<file path="src/rtl/crc11_pkg.sv">
package crc11_pkg;
  localparam int unsigned CRC_W_DEF  = 11;
  localparam int unsigned DATA_W_DEF = 64;
  localparam logic [CRC_W_DEF-1:0] POLY_DEF = 11'h621;
endpackage

</file>
<file path="src/rtl/crc11_rst_sync.sv">
module crc11_rst_sync (
  input  logic clk,
  input  logic rst_n,
  output logic rst_n_sync
);
  logic [1:0] sync_q;

  always_ff @(posedge clk or negedge rst_n) begin
    if (!rst_n) sync_q <= 2'b00;
    else        sync_q <= {sync_q[0], 1'b1};
  end

  assign rst_n_sync = sync_q[1];
endmodule

</file>
<file path="src/rtl/crc11_bitrev.sv">
module crc11_bitrev #(
  parameter int unsigned DATA_W = crc11_pkg::DATA_W_DEF
) (
  input  logic [DATA_W-1:0] data_in,
  output logic [DATA_W-1:0] data_rev
);
  for (genvar b = 0; b < DATA_W; b++) begin : g_rev
    assign data_rev[b] = data_in[DATA_W-1-b];
  end
endmodule

</file>
<file path="src/rtl/crc11_lane.sv">
module crc11_lane #(
  parameter int unsigned CRC_W = crc11_pkg::CRC_W_DEF,
  parameter logic [CRC_W-1:0] POLY = crc11_pkg::POLY_DEF,
  parameter int unsigned NBITS = 8
) (
  input  logic [CRC_W-1:0] crc_in,
  input  logic [NBITS-1:0] bits_in,   // bit 0 is absorbed first
  output logic [CRC_W-1:0] crc_next
);
  always_comb begin
    logic [CRC_W-1:0] acc;
    logic             fb;
    acc = crc_in;
    for (int i = 0; i < int'(NBITS); i++) begin
      fb  = acc[CRC_W-1] ^ bits_in[i];
      acc = {acc[CRC_W-2:0], 1'b0} ^ (fb ? POLY : '0);
    end
    crc_next = acc;
  end
endmodule

</file>
<file path="src/rtl/crc11_tail_sel.sv">
module crc11_tail_sel #(
  parameter int unsigned CRC_W  = crc11_pkg::CRC_W_DEF,
  parameter int unsigned NLANES = 8,
  localparam int unsigned SEL_W = (NLANES > 1) ? $clog2(NLANES) : 1
) (
  input  logic [NLANES-1:0][CRC_W-1:0] lane_crc,
  input  logic [SEL_W-1:0]             sel,
  output logic [CRC_W-1:0]             crc_sel
);
  always_comb begin
    crc_sel = lane_crc[NLANES-1];
    for (int l = 0; l < int'(NLANES); l++) begin
      if (sel == SEL_W'(l)) crc_sel = lane_crc[l];
    end
  end
endmodule

</file>
<file path="src/rtl/crc11_tail_engine.sv">
module crc11_tail_engine #(
  parameter int unsigned CRC_W  = crc11_pkg::CRC_W_DEF,
  parameter int unsigned DATA_W = crc11_pkg::DATA_W_DEF,
  parameter logic [CRC_W-1:0] POLY = crc11_pkg::POLY_DEF,
  localparam int unsigned NLANES = DATA_W / 8,
  localparam int unsigned BYTE_W = $clog2(NLANES),
  localparam int unsigned SEL_W  = (NLANES > 1) ? $clog2(NLANES) : 1
) (
  input  logic              clk,
  input  logic              rst_n,
  input  logic              in_valid,
  input  logic              in_sof,
  input  logic              in_eof,
  input  logic [BYTE_W-1:0] in_bytes,
  input  logic [DATA_W-1:0] in_data,
  output logic [CRC_W-1:0]  crc_out,
  output logic              crc_done
);
  logic rst_n_sync;
  crc11_rst_sync u_rst (.clk(clk), .rst_n(rst_n), .rst_n_sync(rst_n_sync));

  logic [CRC_W-1:0]             crc_q, crc_d, crc_base;
  logic                         done_q, done_d;
  logic [DATA_W-1:0]            data_rev;
  logic [NLANES-1:0][CRC_W-1:0] lane_crc;
  logic [SEL_W-1:0]             sel;

  crc11_bitrev #(.DATA_W(DATA_W)) u_rev (.data_in(in_data), .data_rev(data_rev));

  assign crc_base = in_sof ? '0 : crc_q;

  for (genvar g = 0; g < NLANES; g++) begin : g_lane
    crc11_lane #(.CRC_W(CRC_W), .POLY(POLY), .NBITS((g + 1) * 8)) u_lane (
      .crc_in  (crc_base),
      .bits_in (data_rev[(g+1)*8-1:0]),
      .crc_next(lane_crc[g])
    );
  end

  // Width select: full word unless this is a short end word
  always_comb begin
    if (in_eof && (in_bytes != '0)) sel = SEL_W'(in_bytes - 1'b1);
    else                            sel = SEL_W'(NLANES - 1);
  end

  crc11_tail_sel #(.CRC_W(CRC_W), .NLANES(NLANES)) u_sel (
    .lane_crc(lane_crc), .sel(sel), .crc_sel(crc_d)
  );

  assign done_d = in_valid & in_eof;

  always_ff @(posedge clk or negedge rst_n_sync) begin
    if (!rst_n_sync) begin
      crc_q  <= '0;
      done_q <= 1'b0;
    end else begin
      if (in_valid) crc_q <= crc_d;
      done_q <= done_d;
    end
  end

  assign crc_out  = crc_q;
  assign crc_done = done_q;

  AST_DONE_AFTER_END: assert property (@(posedge clk) disable iff (!rst_n_sync)
    (in_valid && in_eof) |=> crc_done);
  AST_NO_STRAY_DONE: assert property (@(posedge clk) disable iff (!rst_n_sync)
    !(in_valid && in_eof) |=> !crc_done);
  AST_HOLD_IDLE: assert property (@(posedge clk) disable iff (!rst_n_sync)
    !in_valid |=> $stable(crc_out));
  AST_UNIT_WORD: assert property (@(posedge clk) disable iff (!rst_n_sync)
    (in_valid && in_sof && in_eof && in_bytes == '0 && in_data == DATA_W'(1))
      |=> (crc_out == POLY));
  AST_ZERO_BYTE_RESTART: assert property (@(posedge clk) disable iff (!rst_n_sync)
    (in_valid && in_sof && in_eof && in_bytes == BYTE_W'(1) &&
     in_data[DATA_W-1 -: 8] == 8'h00) |=> (crc_out == '0));
endmodule

</file>
<file path="config.mk">
export PLATFORM = sky130hd
export DESIGN_NAME = crc11_tail_engine
export DESIGN_NICKNAME = d
export VERILOG_FILES = /design/src/rtl/crc11_pkg.sv /design/src/rtl/crc11_rst_sync.sv /design/src/rtl/crc11_bitrev.sv /design/src/rtl/crc11_lane.sv /design/src/rtl/crc11_tail_sel.sv /design/src/rtl/crc11_tail_engine.sv
export SDC_FILE = /design/constraint.sdc
export NUM_CORES = 1
export LEC_CHECK = 0
export BUFFER_PORTS_ARGS = -buffer_cell sky130_fd_sc_hd__buf_2
export CAP_MARGIN = 20
export CORE_MARGIN = 2
export CORE_UTILIZATION = 62
export CTS_BUF_LIST = sky130_fd_sc_hd__clkbuf_8
export DETAILED_ROUTE_END_ITERATION = 8
export GPL_ROUTABILITY_DRIVEN = 0
export MAX_ROUTING_LAYER = met4
export PLACE_DENSITY = 0.84
export SLEW_MARGIN = 20
export SYNTH_ARGS = -nofsm -noshare
export SYNTH_HDL_FRONTEND = slang
export SYNTH_SLANG_ARGS = --single-unit
</file>
<file path="constraint.sdc">
create_clock -name clk -period 0.8 [get_ports clk]
set_clock_uncertainty 0.05 [all_clocks]
set_input_delay 0.16 -clock clk [delete_from_list [all_inputs] [get_ports clk]]
set_output_delay 0.16 -clock clk [all_outputs]
set_load 0.01 [all_outputs]
</file>
==> summary.md, run 1 <==
| Metric | Value |
|---|---|
| Dpl hpwl | `22100 um` |
| Post-DP Area | `9920 um2` |
| Root Driver | `clkbuf_8` |
| Cells after synthesis | `648` |
| Die Y | `110 um` |
| CTS Hold Buffers Added | `1` |
| Error | `[ERROR DPL-0038] Utilization greater than 100%, impossible to legalize` |
| Syn nets | `722` |
| Mapped Avg Cell Area | `10.7 um2` |
| Buffers on Ports | `83` |
| Placed Cells | `1123` |
| Resize count post-CTS | `111` |
| Seq cells post-synth | `14` |
| Syn Std Cell Area | `6960 um2` |
| Max Root-Sink Buffers | `2` |
| H-tree level count | `1` |
| # clock sinks | `14` |
| Ports | `84` |
| Post-synth cell types | `58` |
| Die W | `110 um` |
| YS warnings | `0` |
| Post-CTS Setup Inserts | `63` |
| Fail Step | `clock tree synthesis` |
| Sequential area share after synthesis | `0.0503` |
| Num CTS Buffers | `3` |
| Starting density of the core | `0.640` |
| Outcome | `aborted with a tool error` |
| Row cnt | `38` |
-- synth_stat cells (all sizes together) --
cell	number	area (um2)
mux2i	2	20.0
xnor2	236	2280
nand3	6	30.0
o41a	1	11.3
buf	5	32.5
a221oi	5	43.8
conb	1	3.75
nor3b	1	7.51
o311a	1	10.0
a31oi	2	12.5
o21a	2	15.0
nor2	41	166
ha	2	25.0
dfrtp	14	350
o31ai	1	7.51
a211oi	6	50.1
and2	4	25.0
a32oi	2	17.5
xnor3	89	2020
a21boi	2	15.0
nand2b	3	18.8
o221ai	6	52.6
mux4	2	45.0
a21o	1	7.51
a21oi	29	145
o22ai	1	6.26
and3	2	12.5
or3	1	6.26
o221a	1	11.3
o21ai	21	105
nand2	28	105
a222oi	1	10.0
xor3	13	317
or2	1	6.26
o211ai	5	37.5
nand4	1	6.26
a22o	1	8.76
nor2b	6	37.5
xor2	72	736
inv	7	26.3
clkbuf	16	60.1
mux2	3	33.8
nor3	2	10.0
o311ai	2	17.5
-- cell families after synthesis --
family          after synthesis  share of synthesized area
fa+ha+maj                     2                    0.00359
other cells                   1                   0.000538
buf+inv                      28                     0.0171
xor+xnor                    410                      0.768
simple gates                 96                     0.0620
compound gates               90                     0.0839
mux                           7                     0.0142
flops                        14                     0.0503
-- metrics by stage --
step                      hold WS (ns)  setup slack [ns]  TNS (ns)
after detailed placement        -0.102             -6.03    -65.89
after floorplan                 -0.186             -5.48    -58.62
after global placement          -0.103             -5.65    -61.69
==> run 2: changes to the inputs <==
CORE_UTILIZATION = 40   (was 62)
CTS_BUF_LIST = unset   (was sky130_fd_sc_hd__clkbuf_8)
MAX_ROUTING_LAYER = unset   (was met4)
PLACE_DENSITY = unset   (was 0.84)
PLACE_DENSITY_LB_ADDON = 0.15   (was unset)
==> summary.md, run 2 <==
| Metric | Value |
|---|---|
| Outcome | `finished, violations left` |
| Failing checks | `negative setup slack` |
| Syn Std Cell Area | `6960 um2` |
| Die Y | `136 um` |
| Final instance area | `11400 um2` |
| Largest net degree at the start of global routing | `23` |
| Worst setup SP type | `flop` |
| Mapped Avg Cell Area | `10.7 um2` |
| CTS tree | `yes` |
| WL final | `23000 um` |
| First drt pass iteration count | `6` |
| Minimum clock period | `6.46 ns` |
| Worst Setup Path Type | `flop to flop` |
| Setup violators final | `23` |
| Syn nets | `722` |
| Met3 Usage GRT | `0.0116` |
| Post-DP Area | `10100 um2` |
| Slew HR | `0.613` |
| GRT Residual Overflow | `0` |
| GRT met1 Usage | `0.357` |
| Area share of and/or/nand/nor cells after synthesis | `0.0620` |
| Slew Viols, Final | `0` |
| Cells after synthesis | `648` |
| Async SR Flop Fraction | `1.00` |
| Global route hottest layer | `met2` |
| Final hold vios | `0` |
| Area Overhead vs Synth | `63.6%` |
| Final Cycle Share | `8.08` |
| Full die area | `18500 um2` |
| Dpl hpwl | `19300 um` |
| Setup crit end kind | `flop` |
| Antenna violations before repair | `0` |
| Placed Cells | `1228` |
| Clk_lat worst skew | `0.24 ns` |
| Post-synth cell types | `58` |
| Top cell type's share of synthesized area | `0.273` |
| Antenna Cells | `0` |
| Ranking of synthesized cells by area | `xnor2_1 (27%), xnor3_1 (25%), xor2_1 (7.7%)` |
| Register area | `357 um2` |
| HP Class | `flop to asynchronous set/reset pin` |
| Max Root-Sink Buffers | `2` |
| Fmax achieved | `0.155 GHz` |
| Count leader, synth | `xnor2_1` |
| Top FF cell, synth | `dfrtp_1` |
| EDFF count, synth | `0` |
| Final nets | `1143` |
| Max FFs per register | `11` |
| Die W | `136 um` |
| DRC Markers | `0` |
| Post-synthesis mux area share | `0.0142` |
| Row cnt | `48` |
| Post-synth top area cell | `xnor2_1` |
| Num CTS Buffers | `3` |
| Main combinational cell family by area after synthesis | `XOR/XNOR gates` |
| RSZ-0062 raised after global routing | `yes` |
| Seq cells post-synth | `14` |
| Number of DRC markers in iteration 0 | `425` |
| First-pass GRT wire length | `36000 um` |
| Sequential area share after synthesis | `0.0503` |
| Root Driver | `clkbuf_16` |
| Worst-path fanout max | `6` |
| Required time of the critical path | `0.86 ns` |
| PnR worst setup slack | `-5.66 ns` |
| Layout cells sized above 1 | `0.566` |
| Vias | `6345` |
| Commonest cells post-synth | `xnor2_1 (217), xnor3_1 (77), xor2_1 (61)` |
| CP startpoint | `crc_out[9]$_DFFE_PN0P_` |
| Commonest non-fill, non-tap cell in the layout | `buf_4` |
| Synth Area in Compound Gates | `0.0839` |
| Worst slew pin tran | `0.574 ns` |
| H-tree level count | `1` |
| GR Layer Usage met2 | `0.444` |
| Max-Cap Viols | `0` |
| Starting density of the core | `0.405` |
| WL/cell | `17.8 um` |
| Non-filler cells, final | `1293` |
| Total GRT Usage | `0.252` |
| Number of global-route vias before repair | `6576` |
| Commonest non-fill, non-tap cells in the layout | `buf_4 (329), xnor2_1 (171), buf_2 (73), xor2_1 (50), xnor3_1 (50)` |
| XOR/XNOR Fraction of Synth Area | `0.768` |
| Worst r2r src | `crc_out[9]$_DFFE_PN0P_` |
| # clock sinks | `14` |
| Ports | `84` |
| # fillers | `1393` |
| Worst endpoint data arrival time | `6.53 ns` |
| Multi-input gate area | `7400 um2` |
| Core area | `17200 um2` |
| YS warnings | `0` |
| Synth Area in Adders | `0.00359` |
| Reg clk slew, reported paths | `0.05 ns` |
| Via density | `4.91` |
| Routed Antenna Nets | `0` |
| Buffers on Ports | `83` |
## run 2: cell counts after synthesis
No cell type changed its count.
## run 2: what timing repair did
item	4_1_cts	5_1_grt
endpoints found under the hold margin	2	0
gates resized for setup	80	44
buffers inserted	40	25
pin swaps	32	23
endpoints found under the setup margin	23	23
hold buffers	1	0
## run 2: final cells by class
cell class / instances / share of cell area
multi-input combinational: 606 / 0.650
clock buffer: 4 / 0.00780
tap: 225 / 0.0247
timing repair buffer: 437 / 0.284
inverter: 7 / 0.00231
sequential: 14 / 0.0313
## run 2: cell families after synthesis
logic type	Yosys count
AOI/OAI and AO/OA	90
xor gates and xnor gates	410
adders and majority gates	2
buffers and inverters	28
DFF	14
muxes	7
other	1
and+or+nand+nor	96
## run 2: metrics by stage
stage               hold slack, ns   util  setup WS, ns  TNS [ns]
CTS                          0.134  0.638         -5.64    -64.32
finish                       0.124  0.663         -5.66    -64.42
global placement            -0.105  0.590         -5.86    -64.18
floorplan                   -0.186      -         -5.48    -58.62
detailed placement          -0.104  0.590         -5.90    -64.77
global route                 0.152  0.663         -5.85    -66.92
## run 2: routing by layer
layer / routed length, um / vias up
met5: 0 / -
met4: 301 / 0
met3: 1020 / 30
met2: 11400 / 214
met1: 10300 / 3065
li1: - / 3036
## run 2: critical path: stages, from the launching register on
cell	delay, ns
dfrtp_2	0.46
xnor2_1	0.15
nor2_2	0.19
xnor2_1	0.15
buf_4	0.17
buf_4	0.19
xnor3_1	0.47
xor2_2	0.16
buf_4	0.16
xnor2_4	0.19
buf_4	0.19
xor2_4	0.14
xnor3_1	0.43
xnor3_2	0.46
xnor3_2	0.44
buf_6	0.14
xor2_2	0.14
xnor3_1	0.43
xnor3_1	0.25
xnor3_2	0.43
buf_6	0.16
xnor2_4	0.15
o21ai_1	0.08
a21oi_1	0.09
o41a_1	0.45
## run 2: path summary, 6_finish.rpt
kind,end,slack (ns),cells past startpoint
max in group asynchronous,crc_out[3]$_DFFE_PN0P_,0.40,1
min reg2reg,crc_out[10]$_DFFE_PN0P_,0.12,1
min in group clk,crc_done$_DFF_PN0_,0.22,3
max,crc_out[7]$_DFFE_PN0P_,-5.66,24
min,crc_out[10]$_DFFE_PN0P_,0.12,1
max reg2reg,crc_out[7]$_DFFE_PN0P_,-5.66,24
Power of run 2 is left out: the tool's default activity adds up to more than one toggle a clock period on the data nets, which glitch-free logic cannot reach.
==> run 3: changes to the inputs <==
MAX_ROUTING_LAYER = met4   (was unset)
==> summary.md, run 3 (synthesis results as in run 2) <==
| Metric | Value |
|---|---|
| Outcome | `finished, violations left` |
| Failing checks | `negative setup slack` |
| Worst setup SP type | `flop` |
| Final instance area | `11300 um2` |
| RSZ-0062 raised after global routing | `yes` |
| First drt pass iteration count | `5` |
| Buffers on Ports | `83` |
| Row cnt | `48` |
| Final nets | `1140` |
| H-tree level count | `1` |
| Multi-input gate area | `7300 um2` |
| Max FFs per register | `11` |
| Post-DP Area | `10100 um2` |
| Setup violators final | `23` |
| R2R Setup Slk | `-5.75 ns` |
| Slew HR | `0.607` |
| Worst slew pin tran | `0.583 ns` |
| Non-filler cells, final | `1290` |
| Root Driver | `clkbuf_16` |
| Die W | `136 um` |
| Largest net degree at the start of global routing | `23` |
| Worst endpoint data arrival time | `6.62 ns` |
| Num CTS Buffers | `3` |
| Final hold vios | `0` |
| WL/cell | `17.8 um` |
| HP Class | `flop to asynchronous set/reset pin` |
| # fillers | `1410` |
| Reg2Reg Capture Point | `crc_out[3]$_DFFE_PN0P_` |
| Fmax achieved | `0.153 GHz` |
| Die Y | `136 um` |
| R2R cell count | `21` |
| Worst Setup Path Type | `flop to flop` |
| Layout cells sized above 1 | `0.554` |
| Final Cycle Share | `8.19` |
| Vias | `6329` |
| CP startpoint | `crc_out[9]$_DFFE_PN0P_` |
| First-pass GRT wire length | `36000 um` |
| Ports | `84` |
| Core area | `17200 um2` |
| Total GRT Usage | `0.260` |
| TNS Setup | `-65.24 ns` |
| Slew Viols, Final | `0` |
| Routed Antenna Nets | `0` |
| Max Root-Sink Buffers | `2` |
| CTS tree | `yes` |
| # clock sinks | `14` |
| Clk_lat worst skew | `0.24 ns` |
| Commonest non-fill, non-tap cell in the layout | `buf_4` |
| PnR worst setup slack | `-5.75 ns` |
| Number of global-route vias before repair | `6570` |
| Starting density of the core | `0.405` |
| Setup crit end kind | `flop` |
| Required time of the critical path | `0.87 ns` |
| Full die area | `18500 um2` |
| Minimum clock period | `6.55 ns` |
| Dpl hpwl | `19300 um` |
| Placed Cells | `1228` |
| Register area | `357 um2` |
| Fin util | `0.656` |
| Worst-path fanout max | `6` |
| Via density | `4.91` |
| GRT Residual Overflow | `0` |
| Commonest non-fill, non-tap cells in the layout | `buf_4 (326), xnor2_1 (179), buf_2 (73), xor2_1 (52), xnor3_1 (52)` |
| Number of DRC markers in iteration 0 | `381` |
| WL final | `23000 um` |
| DRC Markers | `0` |
| Area Overhead vs Synth | `61.7%` |
| Max-Cap Viols | `0` |
| Worst r2r src | `crc_out[9]$_DFFE_PN0P_` |
| Reg clk slew, reported paths | `0.05 ns` |
| Antenna Cells | `0` |
| Antenna violations before repair | `0` |
## run 3: cell types whose count changed in the layout (fill, tap and decap cells not counted), sizes merged
cell,previous run,this run
buf,436,433
## run 3: metrics by stage
stage,hold slack (ns),setup slack [ns]
after global routing,0.152,-5.92
after detailed placement,-0.104,-5.90
after CTS,0.134,-5.64
after floorplan,-0.186,-5.48
final,0.125,-5.75
after global placement,-0.105,-5.86
## run 3: timing repair
action	in CTS	in global routing
setup endpoints to repair	23	23
hold endpoints to repair	2	0
setup buffers	40	21
hold buffers	1	0
pin swaps	32	20
gates resized for setup	80	29
## run 3: metal layers
metal	GRT usage	routed length [um]	up-vias
met4	0.0255	425	0
met2	0.444	11300	191
met5	-	0	-
met3	0.0108	910	34
li1	-	-	3034
met1	0.359	10400	3070
## run 3: area by class of cell
class	instances	area share
clock buffers	4	0.00789
inverters	7	0.00233
flip-flops and latches	14	0.0317
well taps	225	0.0250
multi-input cells	606	0.648
repair buffers	434	0.285
## run 3: worst max path at each step
stage               slack (ns)                      to
finish                   -5.75  crc_out[3]$_DFFE_PN0P_
CTS                      -5.64  crc_out[9]$_DFFE_PN0P_
global route             -5.92  crc_out[3]$_DFFE_PN0P_
global placement         -5.86  crc_out[0]$_DFFE_PN0P_
floorplan                -5.48  crc_out[9]$_DFFE_PN0P_
detailed placement       -5.90  crc_out[9]$_DFFE_PN0P_
## run 3: worst max-delay path: stages, from the launching register on
cell and delay [ns]:
dfrtp_2 0.46, xnor2_1 0.15, nor2_2 0.18, xnor2_1 0.15
buf_4 0.17, xnor3_2 0.37, xor3_2 0.46, xnor3_2 0.51
xor2_4 0.19, xnor3_1 0.44, xnor3_2 0.50, xnor3_2 0.44
xor3_2 0.48, xnor3_1 0.23, xnor3_2 0.41, buf_4 0.16
xnor3_1 0.21, xnor2_2 0.19, nor3_2 0.21, a211oi_2 0.07
buf_4 0.14, mux2_2 0.26
Power of run 3 is left out for the same reason.
